$ cat config.mk
export PLATFORM = sky130hd
export DESIGN_NAME = board_irq_combiner
export DESIGN_NICKNAME = d
export VERILOG_FILES = /design/src/rtl/irqagg_pkg.sv /design/src/rtl/irq_sync.sv /design/src/rtl/irq_prio_enc.sv /design/src/rtl/irq_bus_regs.sv /design/src/rtl/board_irq_combiner.sv
export SDC_FILE = /design/constraint.sdc
export NUM_CORES = 1
export LEC_CHECK = 0
export ABC_AREA = 1
export BUFFER_PORTS_ARGS = -buffer_cell sky130_fd_sc_hd__buf_2
export CORE_MARGIN = 2
export CORE_UTILIZATION = 48
export CTS_CLUSTER_SIZE = 20
export DETAILED_ROUTE_END_ITERATION = 10
export GPL_TIMING_DRIVEN = 0
export HOLD_SLACK_MARGIN = 0.03
export PLACE_DENSITY = 0.82
export SYNTH_ARGS = -nofsm -noshare
export SYNTH_HDL_FRONTEND = slang
export SYNTH_SLANG_ARGS = --single-unit
$ cat constraint.sdc
create_clock -name clk -period 1.2 [get_ports clk]
set_input_delay 0.06 -clock clk [delete_from_list [all_inputs] [get_ports clk]]
set_output_delay 0.06 -clock clk [all_outputs]
set_load 0.01 [all_outputs]
$ cat src/rtl/irqagg_pkg.sv
package irqagg_pkg;
    localparam int unsigned SRC_COUNT = 5;
    localparam int unsigned BUS_DW    = 8;
    localparam int unsigned BUS_AW    = 2;

    localparam logic [BUS_AW-1:0] ADDR_STATUS = 2'd0;
    localparam logic [BUS_AW-1:0] ADDR_ENABLE = 2'd1;
    localparam logic [BUS_AW-1:0] ADDR_INDEX  = 2'd2;

    typedef enum logic [0:0] {
        RD_IDLE = 1'b0,
        RD_RESP = 1'b1
    } rd_state_e;
endpackage

$ cat src/rtl/irq_sync.sv
module irq_sync #(
    parameter int unsigned W = 5
) (
    input  logic         clk,
    input  logic         rst_n,
    input  logic [W-1:0] d_in,
    output logic [W-1:0] q_out
);
    logic [W-1:0] stage1_q;
    logic [W-1:0] stage2_q;

    always_ff @(posedge clk or negedge rst_n) begin
        if (!rst_n) begin
            stage1_q <= '0;
            stage2_q <= '0;
        end else begin
            stage1_q <= d_in;
            stage2_q <= stage1_q;
        end
    end

    assign q_out = stage2_q;
endmodule

$ cat src/rtl/irq_prio_enc.sv
module irq_prio_enc #(
    parameter int unsigned N     = 5,
    parameter int unsigned IDX_W = $clog2(N + 1)
) (
    input  logic [N-1:0]     pend,
    output logic [IDX_W-1:0] idx
);
    // Scan from the top down so the lowest set bit overrides last.
    always_comb begin
        idx = '0;
        for (int i = N - 1; i >= 0; i--) begin
            if (pend[i]) begin
                idx = IDX_W'(i + 1);
            end
        end
    end
endmodule

$ cat src/rtl/irq_bus_regs.sv
module irq_bus_regs
    import irqagg_pkg::*;
#(
    parameter int unsigned N      = SRC_COUNT,
    parameter int unsigned DATA_W = BUS_DW,
    parameter int unsigned IDX_W  = $clog2(N + 1)
) (
    input  logic              clk,
    input  logic              rst_n,
    input  logic [BUS_AW-1:0] bus_addr,
    input  logic              bus_wr,
    input  logic              bus_rd,
    input  logic [DATA_W-1:0] bus_wdata,
    input  logic [N-1:0]      stat_sync,
    input  logic [IDX_W-1:0]  win_idx,
    output logic [N-1:0]      en_q,
    output logic [DATA_W-1:0] bus_rdata,
    output logic              bus_rvalid
);
    rd_state_e         state_q, state_d;
    logic [DATA_W-1:0] rdata_d;
    logic [DATA_W-1:0] rdata_q;
    logic              unused_wbits;

    assign unused_wbits = ^bus_wdata[DATA_W-1:N];

    // Enable register: inverted sense, starts with every source blocked.
    always_ff @(posedge clk or negedge rst_n) begin
        if (!rst_n) begin
            en_q <= '1;
        end else if (bus_wr && (bus_addr == ADDR_ENABLE)) begin
            en_q <= bus_wdata[N-1:0];
        end
    end

    // Read multiplexer.
    always_comb begin
        rdata_d = '0;
        case (bus_addr)
            ADDR_STATUS: rdata_d[N-1:0]     = stat_sync;
            ADDR_ENABLE: rdata_d[N-1:0]     = en_q;
            ADDR_INDEX:  rdata_d[IDX_W-1:0] = win_idx;
            default:     rdata_d            = '0;
        endcase
    end

    // Next-state logic for the read response.
    always_comb begin
        unique case (state_q)
            RD_IDLE: state_d = bus_rd ? RD_RESP : RD_IDLE;
            RD_RESP: state_d = bus_rd ? RD_RESP : RD_IDLE;
            default: state_d = RD_IDLE;
        endcase
    end

    // State register and read data capture.
    always_ff @(posedge clk or negedge rst_n) begin
        if (!rst_n) begin
            state_q <= RD_IDLE;
            rdata_q <= '0;
        end else begin
            state_q <= state_d;
            if (bus_rd) begin
                rdata_q <= rdata_d;
            end
        end
    end

    // Outputs.
    always_comb begin
        bus_rvalid = (state_q == RD_RESP);
        bus_rdata  = bus_rvalid ? rdata_q : '0;
    end
endmodule

$ cat src/rtl/board_irq_combiner.sv
module board_irq_combiner
    import irqagg_pkg::*;
#(
    parameter int unsigned    NUM_SRC = SRC_COUNT,
    parameter int unsigned    DATA_W  = BUS_DW,
    parameter logic [NUM_SRC-1:0] ACT_LOW = 5'h14
) (
    input  logic               clk,
    input  logic               rst_n,
    input  logic [NUM_SRC-1:0] src_lvl,
    input  logic [BUS_AW-1:0]  bus_addr,
    input  logic               bus_wr,
    input  logic               bus_rd,
    input  logic [DATA_W-1:0]  bus_wdata,
    output logic [DATA_W-1:0]  bus_rdata,
    output logic               bus_rvalid,
    output logic               cpu_irq
);
    localparam int unsigned IDX_W = $clog2(NUM_SRC + 1);

    logic [NUM_SRC-1:0] src_sync;
    logic [NUM_SRC-1:0] en_q;
    logic [NUM_SRC-1:0] pend;
    logic [IDX_W-1:0]   win_idx;

    irq_sync #(.W(NUM_SRC)) u_sync (
        .clk   (clk),
        .rst_n (rst_n),
        .d_in  (src_lvl),
        .q_out (src_sync)
    );

    // Normalize polarity, then gate with the inverted-sense enables.
    assign pend = (src_sync ^ ACT_LOW) & ~en_q;

    irq_prio_enc #(.N(NUM_SRC), .IDX_W(IDX_W)) u_enc (
        .pend (pend),
        .idx  (win_idx)
    );

    irq_bus_regs #(.N(NUM_SRC), .DATA_W(DATA_W), .IDX_W(IDX_W)) u_regs (
        .clk        (clk),
        .rst_n      (rst_n),
        .bus_addr   (bus_addr),
        .bus_wr     (bus_wr),
        .bus_rd     (bus_rd),
        .bus_wdata  (bus_wdata),
        .stat_sync  (src_sync),
        .win_idx    (win_idx),
        .en_q       (en_q),
        .bus_rdata  (bus_rdata),
        .bus_rvalid (bus_rvalid)
    );

    always_ff @(posedge clk or negedge rst_n) begin
        if (!rst_n) begin
            cpu_irq <= 1'b0;
        end else begin
            cpu_irq <= |pend;
        end
    end
endmodule

After elaboration in Yosys (flattened, before gate mapping)
Cells that the tools add are included.
- equality and inequality tests: 2
- muxes and demuxes: 9
- bitwise gates (word level): 3
- reductions and logical operators: 3
- operators with widths (operator ; count):
    2-to-1 mux 3 bit ; 5
    case mux 3 bit (3 select lines) ; 1
    bitwise AND 5 bit ; 1
    2-to-1 mux 5 bit ; 1
    inverter 5 bit ; 1
    OR reduction 5 bit ; 1
    case mux 2 bit (2 select lines) ; 1
    == test 2 x 1 -> 1 bit, second input constant ; 1
    == test 2 bit, second input constant ; 1
    logical NOT 2 bit ; 1
    inverter 2 bit ; 1
    logical AND 1 bit ; 1
    2-to-1 mux 1 bit ; 1
- bits in registers: 22
- bits of input ports: 19
- output and inout bits: 10
- word-level logic and storage cells: 23

Depth between registers and ports, before layout
Gate-level depths: netlist of run 1.
- depth in word-level cells: 8
- mapped depth: 10
- mapped depth without buffers: 10

Hierarchy
A second synthesis of run 1 with hierarchy kept.
- cell total of the unflattened synthesis: 119
- area, all modules: 991.0 um^2
- by module, submodules not included (module ; times used ; cells each ; area an instance (um^2) ; seq. area each (um^2)):
    irq_bus_regs ; 1 ; 78 ; 586.8 ; 281.5
    irq_sync ; 1 ; 10 ; 250.2 ; 250.2
    board_irq_combiner ; 1 ; 19 ; 106.4 ; 25.0
    irq_prio_enc ; 1 ; 12 ; 47.5 ; 0.0

Worst setup path before layout of run 1
OpenSTA, ideal clock, no wires.
- kind: reg-to-reg
- start point: register u_regs.en_q[2]
- end point: register u_regs.rdata_q[1]
- setup time: 0.117 ns
- arrival: 0.931 ns
- required time: 1.083 ns
- path slack: 0.152 ns
- stages on the path, launching flop included: 8
- path buffers: 0
- period minus slack after synthesis: 1.048 ns
- cell sequence: dfstp_2 -> nor2_1 -> nor2_1 -> inv_1 -> nand2_1 -> nand3_1 -> nand2_1 -> nand2_1
- longest elaborated chain between the ends: 6
- ends and longest elaborated chain (what ; RTL line ; RTL):
    from (decl) ; irq_bus_regs.sv:16 ; output logic [N-1:0] en_q,
    from (signal assigned) ; irq_bus_regs.sv:32 ; en_q <= bus_wdata[N-1:0];
    inverter 5 bit ; board_irq_combiner.sv:34 ; assign pend = (src_sync ^ ACT_LOW) & ~en_q;
    bitwise AND 5 bit ; board_irq_combiner.sv:34 ;
    2-to-1 mux 3 bit (3 in a row) ; irq_prio_enc.sv:12 ; if (pend[i]) begin
    case mux 3 bit (3 select lines) ; irq_bus_regs.sv:39 ; case (bus_addr)
    to (signal assigned) ; irq_bus_regs.sv:64 ; rdata_q <= rdata_d;
    to (decl) ; irq_bus_regs.sv:22 ; logic [DATA_W-1:0] rdata_q;
No other way between the ends.
A chain may end at the register's enable or synchronous reset.

Worst setup path in the final report of run 1
Ends and elaborated chain as after synthesis.

==> impl_metrics.ini, run 1 <==
[setup_path]
critPathLaunchType = flip-flop
path_common_cell = nand2_1
worstPathMaxFanout = 3
cp_slowest_cell = dfstp_2
crit_chain = nor2_2 > nor2_2 > inv_1 > nand2_1 > nand3_1 > nand2_1 > nand2_1
cp.arrival_ns = 1.35
cp.required_ns = 1.40
end_kind = flip-flop
max_stage_delay_ns = 0.57
critPathKind = reg -> reg

[final_layout]
syn_to_final_growth_pct = 36.6
drive_gt1_share_pct = 31.3
num_antenna_cells = 0
fill_cells = 143
fin_nets = 164
final_core_util_pct = 67.5

[cts]
htreeDepth = 1
cts_inserted_buffers = 3
tritoncts = done
clock-sinks = 22
path_clk_slew_ns = 0.11
insertion_delay_ns = 0.30
root_buffer = clkbuf_4
clock_path_buffers = 2

[global_routing]
grt_pass1_vias = 705
grt_max_degree = 23
grt_antenna_before_repair = 0
grt_overflow = 0
grt_use_total_pct = 16.6
grt_pass1_wl_um = 2640

[yosys]
synth_seq_cells = 22
ys.warnings.count = 0
ys_types = 16
syn-instance-count = 102
yosys.area.top_type = dfrtp_1
ys.flop_type = dfrtp_1
async_reset_ff_share_pct = 100
yosys.area.top_type_share_pct = 45.3
yosysSeqAreaShare_pct = 59.3
synth.most_common_cell = nand2_1
synth_edf_count = 0
yosys-top-cells-count = nand2_1 (35), dfrtp_1 (17), inv_1 (15)
syn-mean-instance-area_um2 = 9.21
synth_area_leaders = dfrtp_1 (45%), dfstp_2 (14%), nand2_1 (14%), mux2_4 (6.4%), inv_1 (6.0%)
syn_area_um2 = 940

[detailed_routing]
wire_per_inst_um = 9.69
drtIter0Drc = 7
ant_nets = 0
wl_um = 1660
drt_drc_violations_left = 0
via_count = 735
dr.pass1.iters = 6
vias_per_cell = 4.30

[floorplanning]
start_util_pct = 49.4
num_rows = 16
core-area_um2 = 1900
die_w_um = 48.2
die-area_um2 = 2330
io_pins = 29
die_h_um = 48.2

[place]
portBuffers = 22
dp_hpwl_um = 1170
gp_congestion = 0.723

[pwr]
p_per_area_nw_per_um2 = 1360
peakVddDrop_uv = 1170
leakagePower_uw = 0.000719
total_power_uw = 1750

[timing]
finalHoldViolations = 0
grt_setup_unrepaired = true
skew_ns = 0.00442
fmax_ghz = 0.869
period_share_pct = 95.9
period_minus_slack_ns = 1.15
drv_slew = 0
setup_viol = 0

[status]
outcome = finished clean

[worst_hold_path]
min_path_type = in -> reg

[job]
cap_violations = 0
==> worst paths after layout <==
path	slack [ns]	cells after the start	to	from
max	0.05	7	u_regs.rdata_q[1]	u_regs.en_q[2]
min	0.06	3	u_regs.en_q[3]	bus_wr
max reg2reg	0.05	7	u_regs.rdata_q[1]	u_regs.en_q[2]
min reg2reg	0.36	0	u_sync.q_out[0]	u_sync.stage1_q[0]
max in group asynchronous	0.63	2	u_regs.en_q[3]	rst_n
min in group asynchronous	0.23	2	u_sync.q_out[3]	rst_n
==> power by group <==
group / internal (uW) / switching (uW)
Sequential: 841 / 46.4
Combinational: 164 / 154
Clock: 338 / 208
==> per-stage QoR <==
step | instance area, um2 | hold WS (ns) | std cells | setup WS, ns | TNS [ns]
2_1_floorplan | 947 | -0.236 | 104 | 0.152 | 0
3_3_place_gp | 1090 | 0.0337 | 153 | 0.0993 | 0
3_5_place_dp | 1090 | 0.0403 | 153 | 0.0264 | 0
4_1_cts | 1270 | 0.0590 | 170 | 0.0124 | 0
5_1_grt | 1280 | 0.0563 | 171 | -0.0432 | -0.0812
6_report | 1280 | 0.0586 | 171 | 0.0492 | 0
==> registers in the layout (all words and copies together), names as in the netlist <==
name / count
u_regs.en_q: 5
u_sync.stage1_q: 5
cpu_irq: 1
u_regs.bus_rvalid: 1
u_regs.rdata_q: 5
u_sync.q_out: 5
==> cell families (layout without fill, tap and decap cells) <==
logic type	count (synthesis)	after routing	synth area share (%)
flip-flops	22	22	59.3
buffers and inverters	20	60	9.19
AO/OA/AOI/OAI	4	4	2.40
multiplexers	4	4	6.39
AND/OR/NAND/NOR	51	51	22.4
other	1	3	0.399
==> metal layers <==
layer | part of all wire, % | GRT usage (%) | vias up
li1 | - | - | 382
met1 | 40 | 16.7 | 316
met2 | 51 | 29.7 | 33
met3 | 6.3 | 6.30 | 4
met4 | 2.1 | 7.57 | 0
met5 | 0 | 0 | -
==> worst max-delay path: cells and delay by family (launching register included) <==
family | cells | cell delay (ns)
flip-flops | 1 | 0.57
buffers and inverters | 1 | 0.06
AND/OR/NAND/NOR | 6 | 0.42
==> placed cells by master (no fill, tap or decap) <==
cell type / Yosys / routed
nand2_1: 35 / 35
buf_2: 0 / 22
dfrtp_1: 17 / 17
inv_1: 15 / 15
dlygate4sd3_1: 0 / 12
nor2_1: 11 / 9
buf_4: 3 / 5
dfstp_2: 5 / 5
mux2_4: 4 / 4
nand3_1: 3 / 3
conb_1: 1 / 3
clkbuf_4: 0 / 3
nor2_2: 0 / 2
a31oi_1: 2 / 2
o21ai_1: 0 / 1
inv_2: 1 / 1
nor2_4: 1 / 1
clkbuf_1: 1 / 1
nand2_4: 1 / 1
a21oi_1: 1 / 1
bufinv_16: 0 / 1
==> what timing repair did <==
action,CTS,global route
endpoints found under the hold margin,28,0
pin swaps,1,1
buffers inserted,1,1
setup endpoints to repair,1,3
gates cloned,0,0
resized for setup,0,3
hold buffers,12,0
==> layout make-up <==
class | count | area [um2] | area share, %
plain buffers | 4 | 26.3 | 2.05
clock buffers | 3 | 22.5 | 1.75
clock inverters | 1 | 30.0 | 2.34
inverters | 16 | 60.1 | 4.68
multi-input cells | 62 | 309 | 24.1
flip-flops and latches | 22 | 557 | 43.4
well taps | 27 | 33.8 | 2.63
repair buffers | 36 | 245 | 19.1
Power figures use the tool's default switching activity.
==> inputs of run 2 (changes only) <==
Settings changed: ABC_AREA 1 to not set.
Clock period 1.2 ns to 1.3 ns, I/O delays scaled along.
==> run 2 against run 1 <==
Against the previous run: clock power down 35%; sequential power shrank 7.5%; cell area down 4.1%; largest power group unchanged; largest cell class unchanged; critical endpoint is now u_regs.rdata_q[0].
==> impl_metrics.ini, run 2 <==
[cts]
clock_path_buffers = 2
path_clk_slew_ns = 0.11
insertion_delay_ns = 0.29
clock-sinks = 22
post_cts_buffers = 0
holdBufCountCts = 12
root_buffer = clkbuf_4
htreeDepth = 1
tritoncts = done
cts_inserted_buffers = 3
cts.repair.resized = 0

[floorplanning]
core-area_um2 = 1780
die_h_um = 48.0
num_rows = 15
io_pins = 29
die-area_um2 = 2310
start_util_pct = 52.2
die_w_um = 48.0

[final_layout]
fin_nets = 132
final_core_util_pct = 69.1
syn_to_final_growth_pct = 32.3
final_cell_mix = buf_2 (22), dfrtp_1 (17), dlygate4sd3_1 (12)
layout.cells.most_common = buf_2
num_antenna_cells = 0
drive_gt1_share_pct = 38.4
fill_cells = 131
fin_area_um2 = 1230

[yosys]
syn-instance-count = 73
async_reset_ff_share_pct = 100
synth_seq_cells = 22
syn_area_um2 = 931
ys_types = 25
yosys.area.top_type_share_pct = 45.7
yosys.area.top_type = dfrtp_1
synth_edf_count = 0
synth_area_leaders = dfrtp_1 (46%), dfstp_2 (14%), mux2_2 (6.0%), mux2i_1 (4.3%), and2_1 (3.4%)
ys.flop_type = dfrtp_1
syn-mean-instance-area_um2 = 12.8
yosysSeqAreaShare_pct = 59.8
yosys-top-cells-count = dfrtp_1 (17), and2_1 (5), dfstp_2 (5), mux2_2 (5), nand2b_1 (5)
ys.warnings.count = 0
synth.most_common_cell = dfrtp_1

[pwr]
total_power_uw = 1440
clockPowerShare_pct = 24.7
switching_share_pct = 23.3
pwr-share-comb_pct = 18.2
leakagePower_uw = 0.000598
p_per_area_nw_per_um2 = 1170
p_seq_share_pct = 57.1
p_int_uw = 1100
peakVddDrop_uv = 751
p_switching_uw = 335

[worst_hold_path]
min_path_type = in -> reg
hold_path.startpoint = bus_addr[0]

[status]
outcome = finished clean

[global_routing]
grt_antenna_before_repair = 0
grt_pass1_vias = 563
grt_overflow = 0
grt_pass1_wl_um = 2170
grt_use_total_pct = 13.9
grt_max_degree = 23

[place]
portBuffers = 21
gp_congestion = 0.742
post_dp_cell_area_um2 = 1070
dp_hpwl_um = 1010

[setup_path]
r2r_end = u_regs.rdata_q[0]
cp-startpoint = u_regs.en_q[4]
end_kind = flip-flop
cp.required_ns = 1.49
crit_path_end = u_regs.rdata_q[0]
rr_startpoint = u_regs.en_q[4]
worstPathMaxFanout = 4
critPathLaunchType = flip-flop
critPathKind = reg -> reg
reg2reg_depth = 4
ff2ff_setup_slack_ns = 0.12
cp.arrival_ns = 1.37

[detailed_routing]
wl_um = 1370
dr.pass1.iters = 3
via_count = 629
drtIter0Drc = 1
wire_per_inst_um = 9.97
drt_drc_violations_left = 0
ant_nets = 0
vias_per_cell = 4.59

[timing]
period_share_pct = 90.9
setup_viol = 0
fmax_ghz = 0.847
hold_ws_ns = 0.101
period_minus_slack_ns = 1.18
skew_ns = 0.00191
grt_setup_unrepaired = false
finalHoldViolations = 0
drv_slew = 0
fin_tns_setup_ns = 0

[job]
cap_violations = 0
## run 2: cell count changes after synthesis, moves of 4 or more
cell / previous run / this run
mux2_2: 0 / 5
nor2_1: 11 / 2
mux2i_1: 0 / 4
inv_1: 15 / 3
o21ai_1: 0 / 4
nand2_1: 35 / 1
nand2b_1: 0 / 5
and2_1: 0 / 5
## run 2: metrics by stage
step                cells  worst slack [ns]
floorplan              75             0.182
CTS                   137             0.108
global placement      121             0.126
detailed placement    121             0.123
global route          137            0.0568
finish                137             0.119
## run 2: per-layer routing
metal | track usage, % | share of wire, % | vias up
met3 | 2.26 | 4.2 | 2
li1 | - | - | 319
met1 | 16.3 | 46 | 289
met5 | 0 | 0 | -
met2 | 24.5 | 49 | 19
met4 | 6.49 | 0.73 | 0
## run 2: cells by family (layout without fill, tap and decap cells)
kind of cell | after synthesis | in the layout | share of synthesized area, %
DFF | 22 | 22 | 59.8
and+or+nand+nor | 20 | 20 | 14.9
AOI/OAI and AO/OA | 12 | 12 | 7.53
muxes | 10 | 10 | 12.0
buffers and inverters | 8 | 45 | 5.38
other | 1 | 3 | 0.403
## run 2: worst min path at each step
stage | to | slack, ns | depth (start not counted)
floorplan | cpu_irq | -0.23 | 0
global placement | u_regs.rdata_q[3] | 0.03 | 1
detailed placement | cpu_irq | 0.04 | 1
CTS | u_regs.rdata_q[1] | 0.09 | 3
global route | u_regs.rdata_q[1] | 0.09 | 3
finish | u_regs.rdata_q[1] | 0.10 | 3
## run 2: power groups by stage
stage                     Sequential [uW]  Clock (uW)  Combinational, uW
after floorplan                       827           0                161
after global placement                832           0                230
after detailed placement              836           0                237
after CTS                             822         375                264
after global routing                  835         400                293
final                                 821         355                261
## run 2: final cells by class
cell class	count	area, um2	area share, %
well taps	25	31.3	2.54
multi-input cells	45	332	26.9
clock buffers	4	36.3	2.95
repair buffers	33	225	18.3
plain buffers	5	38.8	3.15
flip-flops and latches	22	557	45.2
inverters	3	11.3	0.915
## run 2: worst max-delay path, stage by stage (launching register included)
cell	delay (ns)
dfstp_2	0.57
nor2_1	0.05
a21oi_1	0.13
o21ai_1	0.08
mux2_4	0.25
==> inputs of run 3 (changes only) <==
Settings changed: CORE_UTILIZATION 48 to 50, PLACE_DENSITY 0.82 to 0.84.
Clock period 1.3 ns to 1.5 ns, I/O delays scaled along.
==> run 3 against run 2 <==
Against the previous run: fmax down 2.4%; final cell count unchanged; clock-buffer cell count fell by 1; non-clock buffer count stayed put; largest power group unchanged.
==> impl_metrics.ini, run 3 (synthesis results as in run 2) <==
[status]
outcome = finished clean

[place]
portBuffers = 21
gp_congestion = 0.705
dp_hpwl_um = 998
post-place-cells = 121

[final_layout]
num_antenna_cells = 0
syn_to_final_growth_pct = 34.0
layout.cells.non_filler = 137
layout.cells.most_common = buf_2
final_cell_mix = buf_2 (22), dfrtp_1 (17), dlygate4sd3_1 (12)
final_core_util_pct = 71.5
drive_gt1_share_pct = 38.4
fin_nets = 132

[floorplanning]
start_util_pct = 53.3
io_pins = 29
die_h_um = 47.2
die-area_um2 = 2220
die_w_um = 47.2
core-area_um2 = 1750
num_rows = 15

[global_routing]
grt_max_degree = 23
grt_antenna_before_repair = 0
grt_pass1_vias = 564
grt_use_total_pct = 15.5
grt_pass1_wl_um = 2280
grt_overflow = 0

[cts]
cts_inserted_buffers = 3
clock-sinks = 22
holdBufCountCts = 12
tritoncts = done
insertion_delay_ns = 0.30
path_clk_slew_ns = 0.12
root_buffer = clkbuf_4
clock_path_buffers = 2
cts.repair.resized = 0
htreeDepth = 1
post_cts_buffers = 0

[pwr]
p_per_area_nw_per_um2 = 1100
total_power_uw = 1380
peakVddDrop_uv = 947
leakagePower_uw = 0.000605

[timing]
fmax_ghz = 0.826
grt_setup_unrepaired = false
finalHoldViolations = 0
period_minus_slack_ns = 1.21
hold_ws_ns = 0.0953
drv_slew = 0
skew_ns = 0.00768
period_share_pct = 80.7
fin_tns_setup_ns = 0
setup_viol = 0

[detailed_routing]
drtIter0Drc = 3
vias_per_cell = 4.54
drt_drc_violations_left = 0
ant_nets = 0
dr.pass1.iters = 4
wl_um = 1470
via_count = 622
wire_per_inst_um = 10.7

[setup_path]
worstPathMaxFanout = 4
cp.arrival_ns = 1.41
cp.required_ns = 1.70
critPathKind = reg -> reg
end_kind = flip-flop
critPathLaunchType = flip-flop

[job]
cap_violations = 0

[worst_hold_path]
min_path_type = in -> reg
## run 3: cell count changes in the layout (fill, tap and decap cells not counted)
cell | previous run | this run
clkbuf_8 | 1 | 0
bufinv_16 | 0 | 1
## run 3: metrics by stage
stage                     setup WS [ns]  area, um2
after detailed placement          0.281       1070
after CTS                         0.277       1250
after floorplan                   0.382        938
after global placement            0.327       1070
final                             0.290       1250
after global routing              0.241       1250
## run 3: final timing paths
check,startpoint,to,slack [ns],cells after the start
worst max-delay path,u_regs.en_q[4],u_regs.rdata_q[0],0.29,4
worst min-delay path,bus_addr[0],u_regs.rdata_q[1],0.1,3
worst max register to register,u_regs.en_q[4],u_regs.rdata_q[0],0.29,4
worst min register to register,u_sync.stage1_q[0],u_sync.q_out[0],0.36,0
max in group asynchronous,rst_n,u_regs.en_q[4],0.91,2
min in group asynchronous,rst_n,u_regs.rdata_q[0],0.24,2
## run 3: cell type report
cell class | count | area [um2]
plain buffers | 5 | 38.8
fillers | 130 | 498
inverters | 3 | 11.3
well taps | 25 | 31.3
clock inverters | 1 | 30.0
repair buffers | 33 | 225
flip-flops and latches | 22 | 557
clock buffers | 3 | 22.5
multi-input cells | 45 | 332
## run 3: where the power goes
part	internal, uW	switching (uW)	total, uW	leakage, uW
Combinational	132	97.1	230	0.000323
Sequential	675	36.2	712	0.000254
Clock	270	167	437	0.0000279
Total	1080	300	1380	0.000605
## run 3: layer usage
layer | vias up | GRT usage (%) | share of wire, %
met5 | - | 0 | 0
met4 | 0 | 10.6 | 1.2
met3 | 2 | 2.31 | 4.9
met2 | 21 | 27.4 | 53
met1 | 283 | 17.1 | 41
li1 | 316 | - | -
## run 3: critical path, cell delays in order (launching register included)
cell and delay (ns):
dfstp_2 0.56, nor2_1 0.05, a21oi_1 0.17, o21ai_1 0.08, mux2_4 0.25
